### config.mk
export PLATFORM = sky130hd
export DESIGN_NAME = bb_dep_detect
export DESIGN_NICKNAME = d
export VERILOG_FILES = /design/src/rtl/bbd_pkg.sv /design/src/rtl/bbd_dst_pick.sv /design/src/rtl/bbd_src_match.sv /design/src/rtl/bbd_out_stage.sv /design/src/rtl/bb_dep_detect.sv
export SDC_FILE = /design/constraint.sdc
export NUM_CORES = 1
export LEC_CHECK = 0
export CAP_MARGIN = 30
export CORE_MARGIN = 2
export CORE_UTILIZATION = 30
export DETAILED_ROUTE_END_ITERATION = 16
export GPL_TIMING_DRIVEN = 0
export PLACE_DENSITY = 0.9
export SYNTH_ARGS = -nofsm -noshare
export SYNTH_HDL_FRONTEND = slang
export SYNTH_HIERARCHICAL = 1
export SYNTH_SLANG_ARGS = --single-unit
### constraint.sdc
create_clock -name clk -period 6.25 [get_ports clk]
set_clock_uncertainty 0.05 [all_clocks]
set_input_delay 1.25 -clock clk [delete_from_list [all_inputs] [get_ports clk]]
set_output_delay 1.25 -clock clk [all_outputs]
set_load 0.01 [all_outputs]
### src/rtl/bbd_pkg.sv
package bbd_pkg;

   // Operand slot kinds; the code values are part of the descriptor layout.
   typedef enum logic [1:0] {
      OPK_IMM  = 2'b00,
      OPK_REG  = 2'b01,
      OPK_DISP = 2'b10,
      OPK_NONE = 2'b11
   } opk_e;

   localparam int KIND_W = 2;

endpackage

### src/rtl/bbd_dst_pick.sv
module bbd_dst_pick
   import bbd_pkg::*;
#(
   parameter int NUM_OPS = 3,
   parameter int REG_W   = 5
) (
   input  logic [NUM_OPS*(REG_W+3)-1:0] slots,
   output logic                         has_dst,
   output logic                         dst_disp,
   output logic [REG_W-1:0]             dst_reg
);
   localparam int SLOT_W = REG_W + KIND_W + 1;
   localparam int MARK_B = REG_W + KIND_W;

   // Scan from the top down so that the lowest qualifying slot wins.
   always_comb begin
      has_dst  = 1'b0;
      dst_disp = 1'b0;
      dst_reg  = '0;
      for (int i = NUM_OPS - 1; i >= 0; i--) begin
         if (slots[i*SLOT_W + MARK_B] &&
             ((slots[i*SLOT_W + REG_W +: KIND_W] == OPK_REG) ||
              (slots[i*SLOT_W + REG_W +: KIND_W] == OPK_DISP))) begin
            has_dst  = 1'b1;
            dst_disp = (slots[i*SLOT_W + REG_W +: KIND_W] == OPK_DISP);
            dst_reg  = slots[i*SLOT_W +: REG_W];
         end
      end
   end

endmodule

### src/rtl/bbd_src_match.sv
module bbd_src_match
   import bbd_pkg::*;
#(
   parameter int REG_W = 5
) (
   input  logic               clk,
   input  logic               rst_n,
   input  logic [REG_W+2:0]   slot,
   input  logic               has_dst,
   input  logic               dst_disp,
   input  logic [REG_W-1:0]   dst_reg,
   output logic               hit
);
   opk_e             kind;
   logic             is_dst;
   logic [REG_W-1:0] num;
   logic             as_src;

   assign kind   = opk_e'(slot[REG_W +: KIND_W]);
   assign is_dst = slot[REG_W + KIND_W];
   assign num    = slot[REG_W-1:0];

   // Memory operands always read their base; plain registers only when not written.
   assign as_src = ((kind == OPK_REG) && !is_dst) || (kind == OPK_DISP);

   always_comb begin
      hit = 1'b0;
      if (has_dst && as_src) begin
         if (dst_disp) hit = (kind == OPK_DISP);
         else          hit = (num == dst_reg);
      end
   end

   AST_IMM_QUIET: assert property (@(posedge clk) disable iff (!rst_n)
      (kind == OPK_IMM) |-> !hit);
   AST_UNUSED_QUIET: assert property (@(posedge clk) disable iff (!rst_n)
      (kind == OPK_NONE) |-> !hit);
   AST_MEM_DST_SHIELD: assert property (@(posedge clk) disable iff (!rst_n)
      (has_dst && dst_disp && kind == OPK_REG) |-> !hit);
   AST_MEM_PAIR: assert property (@(posedge clk) disable iff (!rst_n)
      (has_dst && dst_disp && kind == OPK_DISP) |-> hit);
   AST_REG_DST_NOT_READ: assert property (@(posedge clk) disable iff (!rst_n)
      (kind == OPK_REG && is_dst) |-> !hit);

endmodule

### src/rtl/bbd_out_stage.sv
module bbd_out_stage #(
   parameter bit REGISTERED = 1'b1
) (
   input  logic clk,
   input  logic rst_n,
   input  logic d,
   output logic q
);
   generate
      if (REGISTERED) begin : g_flop
         always_ff @(posedge clk) begin
            if (!rst_n) q <= 1'b0;
            else        q <= d;
         end

         AST_LAG_HIGH: assert property (@(posedge clk) disable iff (!rst_n)
            d |=> q);
         AST_LAG_LOW: assert property (@(posedge clk) disable iff (!rst_n)
            !d |=> !q);
      end else begin : g_wire
         assign q = d;
      end
   endgenerate

endmodule

### src/rtl/bb_dep_detect.sv
module bb_dep_detect
   import bbd_pkg::*;
#(
   parameter int NUM_OPS    = 3,
   parameter int REG_W      = 5,
   parameter bit REGISTERED = 1'b1
) (
   input  logic                           clk,
   input  logic                           rst_n,
   input  logic [NUM_OPS*(REG_W+3)+1:0]   prev_desc,
   input  logic [NUM_OPS*(REG_W+3)+1:0]   cur_desc,
   output logic                           dep_o
);
   localparam int SLOT_W = REG_W + KIND_W + 1;
   localparam int OPS_W  = NUM_OPS * SLOT_W;
   localparam int WR_BIT = OPS_W;
   localparam int RD_BIT = OPS_W + 1;

   generate
      if (NUM_OPS < 1 || NUM_OPS > 8) begin : g_bad_ops
         $error("bb_dep_detect: NUM_OPS must lie in 1..8");
      end
      if (REG_W < 1 || REG_W > 8) begin : g_bad_reg
         $error("bb_dep_detect: REG_W must lie in 1..8");
      end
   endgenerate

   logic               has_dst;
   logic               dst_disp;
   logic [REG_W-1:0]   dst_reg;
   logic [NUM_OPS-1:0] slot_hit;
   logic               flag_hit;
   logic               dep_now;

   bbd_dst_pick #(.NUM_OPS(NUM_OPS), .REG_W(REG_W)) u_pick (
      .slots    (prev_desc[OPS_W-1:0]),
      .has_dst  (has_dst),
      .dst_disp (dst_disp),
      .dst_reg  (dst_reg)
   );

   generate
      for (genvar g = 0; g < NUM_OPS; g++) begin : g_slot
         bbd_src_match #(.REG_W(REG_W)) u_match (
            .clk      (clk),
            .rst_n    (rst_n),
            .slot     (cur_desc[g*SLOT_W +: SLOT_W]),
            .has_dst  (has_dst),
            .dst_disp (dst_disp),
            .dst_reg  (dst_reg),
            .hit      (slot_hit[g])
         );
      end
   endgenerate

   assign flag_hit = prev_desc[WR_BIT] & cur_desc[RD_BIT];
   assign dep_now  = flag_hit | (|slot_hit);

   bbd_out_stage #(.REGISTERED(REGISTERED)) u_out (
      .clk   (clk),
      .rst_n (rst_n),
      .d     (dep_now),
      .q     (dep_o)
   );

   AST_FLAG_FORCES_DEP: assert property (@(posedge clk) disable iff (!rst_n)
      (prev_desc[WR_BIT] && cur_desc[RD_BIT]) |-> dep_now);
   AST_NO_DST_QUIET: assert property (@(posedge clk) disable iff (!rst_n)
      (!has_dst && !(prev_desc[WR_BIT] && cur_desc[RD_BIT])) |-> !dep_now);
   AST_DST_FROM_SLOT: assert property (@(posedge clk) disable iff (!rst_n)
      !has_dst |-> !(|slot_hit));

endmodule

## Word-level counts from Yosys, hierarchy flattened

Cells that the tools add are included.

- Register bits: 1
- Input port bits: 54
- Output and inout port bits: 1

- Equal/unequal tests: 15
- Multiplexer cells: 15
- Bitwise operators: 2
- Reduce and logical (&&, ||, !) cells: 19

Operators by type and width:

| cell | number |
|---|---|
| 5-bit == test | 3 |
| 5-bit 2-to-1 mux | 3 |
| 2-bit by 1-bit == test with 1-bit output, second input constant | 6 |
| 2-bit == test, second input constant | 6 |
| 1-bit 2-to-1 mux | 12 |
| 1-bit logical AND | 9 |
| 1-bit logical OR | 6 |
| 1-bit logical NOT | 3 |
| 3-bit OR reduction | 1 |
| 1-bit AND | 1 |
| 1-bit OR | 1 |

## Longest topological paths before layout

- Word-level depth: 11
- Depth in mapped cells: 11
- Gate-level depth less buffers: 10

## Hierarchy

Netlist, hierarchy kept.

By module, submodules not included:

| module | instances | cells each | area each (sq um) | seq. area each (sq um) |
|---|---|---|---|---|
| bbd_src_match | 3 | 11 | 86.3 | 0.0 |
| bbd_dst_pick | 1 | 39 | 222.7 | 0.0 |
| bbd_out_stage | 1 | 2 | 26.3 | 20.0 |
| bb_dep_detect | 1 | 1 | 11.3 | 0.0 |

## Worst setup path after synthesis

No wires, ideal clock.

- Path kind: in2reg
- From: input port prev_desc[21]
- To: register u_out.q
- Library setup time: 0.115 ns
- Arrival: 3.226 ns
- Data required time: 6.085 ns
- Path slack: 2.859 ns
- Cell stages on the path: 11
- Path buffers: 1
- Path through: inv_1 -> ha_1 -> nor2b_2 -> buf_4 -> nand3_1 -> a31oi_1 -> nor4b_2 -> o21ai_1 -> nor3_1 -> a2111o_1 -> and2_1

- Elaborated cells between the ends (all ways): 27
- Those cells by class: eq/ne: 5; mux: 15; bitwise: 1; reduce/logical: 6

RTL lines:

| what | line | text |
|---|---|---|
| start: declaration | bb_dep_detect.sv:10 | `input logic [NUM_OPS*(REG_W+3)+1:0] prev_desc,` |
| 2-bit by 1-bit == test with 1-bit output / 2-bit == test (equally long branches) | bbd_dst_pick.sv:22, bbd_dst_pick.sv:23, bbd_dst_pick.sv:25 |  |
| 1-bit logical OR | bbd_dst_pick.sv:22 | `((slots[i*SLOT_W + REG_W +: KIND_W] == OPK_REG) \|\|` |
| 1-bit logical AND | bbd_dst_pick.sv:21 | `if (slots[i*SLOT_W + MARK_B] &&` |
| 1-bit 2-to-1 mux * (3 in a row) | bbd_dst_pick.sv:21 |  |
| named net dst_disp | bb_dep_detect.sv:29 | `logic dst_disp;` |
| 1-bit 2-to-1 mux * | bbd_src_match.sv:29 | `if (dst_disp) hit = (kind == OPK_DISP);` |
| 1-bit 2-to-1 mux * | bbd_src_match.sv:28 | `if (has_dst && as_src) begin` |
| named net slot_hit[2] | bb_dep_detect.sv:31 | `logic [NUM_OPS-1:0] slot_hit;` |
| 3-bit OR reduction * | bb_dep_detect.sv:57 | `assign dep_now = flag_hit \| (\|slot_hit);` |
| 1-bit OR * | bb_dep_detect.sv:57 |  |
| named net dep_now | bb_dep_detect.sv:33 | `logic dep_now;` |
| end signal: assignment | bbd_out_stage.sv:12 | `if (!rst_n) q <= 1'b0;` |
| end signal: assignment | bbd_out_stage.sv:13 | `else q <= d;` |
| end: declaration | bbd_out_stage.sv:7 | `output logic q` |

Mark *: on every way through the listed nets, which the timed path passes. The rest lies on a longest branch.
A chain may end at the register's enable or synchronous reset.

## Final worst setup path

- From: input port prev_desc[13]
- To: register u_out.q

- Elaborated cells between the ends (all ways): 24
- Those cells by class: eq/ne: 5; mux: 12; bitwise: 1; reduce/logical: 6

RTL lines:

| what | line |
|---|---|
| 2-bit by 1-bit == test with 1-bit output / 2-bit == test (equally long branches) | bbd_dst_pick.sv:22, bbd_dst_pick.sv:23, bbd_dst_pick.sv:25 |
| 1-bit logical OR | bbd_dst_pick.sv:22 |
| 1-bit logical AND | bbd_dst_pick.sv:21 |
| 1-bit 2-to-1 mux * (2 in a row) | bbd_dst_pick.sv:21 |
| named net dst_disp | bb_dep_detect.sv:29 |
| 1-bit 2-to-1 mux * | bbd_src_match.sv:29 |
| 1-bit 2-to-1 mux * | bbd_src_match.sv:28 |
| named net slot_hit[2] | bb_dep_detect.sv:31 |
| 3-bit OR reduction * | bb_dep_detect.sv:57 |
| 1-bit OR * | bb_dep_detect.sv:57 |
| named net dep_now | bb_dep_detect.sv:33 |

Marked as above.

==> metrics.txt <==
Die ar.=a little over 0.002 sq mm; post-CTS setup buffers=0; First-pass DRT Iterations=4; IO buf count=52; Largest regs=u_out/q x1; Final WS setup=between 2 and 2.5 ns; post-synthesis net count=approximately 130; worst slew pin tran=approximately 0.94 ns; Clock Pin Slew Worst Setup and Hold Paths=0 ns; nets=about 190; Synth cell types=19; Vias/cell=roughly 5.1; first-pass GRT wire length=2.73 mm; drt drc=0; Post-Syn Instances=between 70 and 80; leading post-synthesis cells by cell area=xnor2_1 (25%), a31oi_1 (11%), nor4b_2 (8.7%), ha_1 (7.2%), nand3_1 (5.8%); Hold-fix buffers, CTS=0; total negative setup slack=0 ns; diode count=0; Req. time, crit path=6.08 ns; Final Max Tran Viols=0; DRT iter0 DRCs=4; Reg area=about 20 sq um; Max Cap Violations=0; Synth Area per Inst=around 6.9 sq um; Synth Cell Area=between 500 and 600 sq um; initial antenna violation count=0; Core Area=0.00167 sq mm; leakage=approximately 0.38 nW; Most flops, register=u_out/q; largest area contributor in the netlist=xnor2_1; most frequent cells in the layout=clkdlybuf4s50_1 (52), xnor2_1 (15), a31oi_1 (9); Power per Cell Area=about 88 mW/mm^2; Post-Place Setup Slack=slightly above 2 ns; post-synthesis sequential area ratio=slightly below 4%; footprint of the multi-input gates=462 sq um; WL final=1.85 mm; Yosys top cell area share=about 25%; remaining antenna violation count after routing=0; min Tclk post-route=approximately 4.2 ns; share of cells above drive strength 1=about 5.5%; GR Overflow Total=0; RSZ-0062 raised after global routing=no; crit path capture type=flop; Layout area overhead=104%; Worst slew margin=between 30% and 40%; Critical Path Fanout Max=9; most common cell after layout, fill and taps aside=clkdlybuf4s50_1; path type of the worst min-delay path=in -> reg; critical path type=in -> reg; Die H=about 46 um; synth warn=6; Initial Util=31.1%; f_max=between 0.2 and 0.25 GHz; Worst EP arrival=roughly 4.0 ns; Cell Rows=15; max incr delay on CP=approximately 0.77 ns; I/O Pins=55; worst-path cell chain=clkdlybuf4s50_1 -> inv_1 -> ha_1 -> nand2b_1 -> nand3_1 -> a31oi_1 -> nor4b_2 -> o21ai_1 -> nor3_1 -> a2111o_1 -> and2_1; Die Wd=between 40 and 50 um; largest net degree at the start of global routing=11; DR vias=approximately 730; DR WL/cell=12.8 um; Filler Cell Count=approximately 160; peak supply drop=around 0.046 mV; GRT Util Overall=around 17%; vias in the first global route=between 700 and 800; outcome=finished clean; crit share post-route=67.2%; post-CTS sizing=0; Final setup viols=0; Largest register FFs=1; Max stage delay cell, worst path=a31oi_1; Routability Congestion=around 0.66; final hold viol count=0; CP startpoint kind=input pin; #FFs+latches synth=1; hpwl dp=~1.7 mm
==> power breakdown <==
group / total, mW / leakage [nW] / switching (mW) / internal (mW)
Combinational: 0.0863 / 0.374 / 0.0328 / 0.0535
Clock: 0 / 0 / 0 / 0
Sequential: 0.00721 / 0.00825 / 0.000108 / 0.00710
Total: 0.0935 / 0.383 / 0.0329 / 0.0606
==> worst max-delay path: cells and delay by family <==
kind                       cells  cell delay [ns]
AOI/OAI and AO/OA              3             1.32
adders and majority gates      1             0.28
buffers and inverters          2             0.49
and+or+nand+nor                5             0.70
==> per-layer routing <==
metal,part of all wire [%],GRT usage (%),vias to the layer above
met5,0,0,-
met4,0,0,0
met3,7.5,1.98,0
met2,60,40.0,25
met1,33,15.3,332
li1,-,-,371
==> Yosys cell counts <==
library cell and n:
nor2b_2 1, and2_1 1, nor3_1 3, nor4b_2 3, o21ai_1 3, inv_1 3, a2111o_1 1, ha_1 3
buf_6 1, dfxtp_1 1, nor2b_1 4, buf_4 2, nand3_1 6, a21oi_1 3, nand2_1 7, nand2b_1 2
a31oi_1 9, nor2_1 7, xnor2_1 15
==> logic make-up after synthesis <==
| kind of cell | Yosys count | synth area share [%] |
|---|---|---|
| buffers and inverters | 6 | 7.23 |
| AO/OA/AOI/OAI | 16 | 18.8 |
| adder cells (fa/ha/maj) | 3 | 7.23 |
| XOR/XNOR | 15 | 25.3 |
| AND/OR/NAND/NOR | 34 | 37.6 |
| flip-flops | 1 | 3.86 |
==> through the flow <==
step                      utilization [%]  instance area, sq um  hold slack, ns  total power [mW]  std cells
after floorplan                         -                   519            1.33            0.0512         75
after global placement               63.5                  1060            1.79            0.0908        144
after detailed placement             63.5                  1060            1.80            0.0939        144
after CTS                            63.5                  1060            1.80            0.0942        144
after global routing                 63.5                  1060            1.82             0.100        144
final                                63.5                  1060            1.80            0.0935        144
==> worst paths after layout <==
path / depth (start not counted) / startpoint / end
hold / removal: 2 / rst_n / u_out/q
setup / recovery: 11 / prev_desc[13] / u_out/q
==> final cells by class <==
cell class / count / share of cell area (%)
sequential: 1 / 1.89
tap: 17 / 2.00
timing repair buffer: 52 / 49.1
buffer: 3 / 2.48
multi-input combinational: 68 / 43.5
inverter: 3 / 1.06
Power figures use the tool's default switching activity.
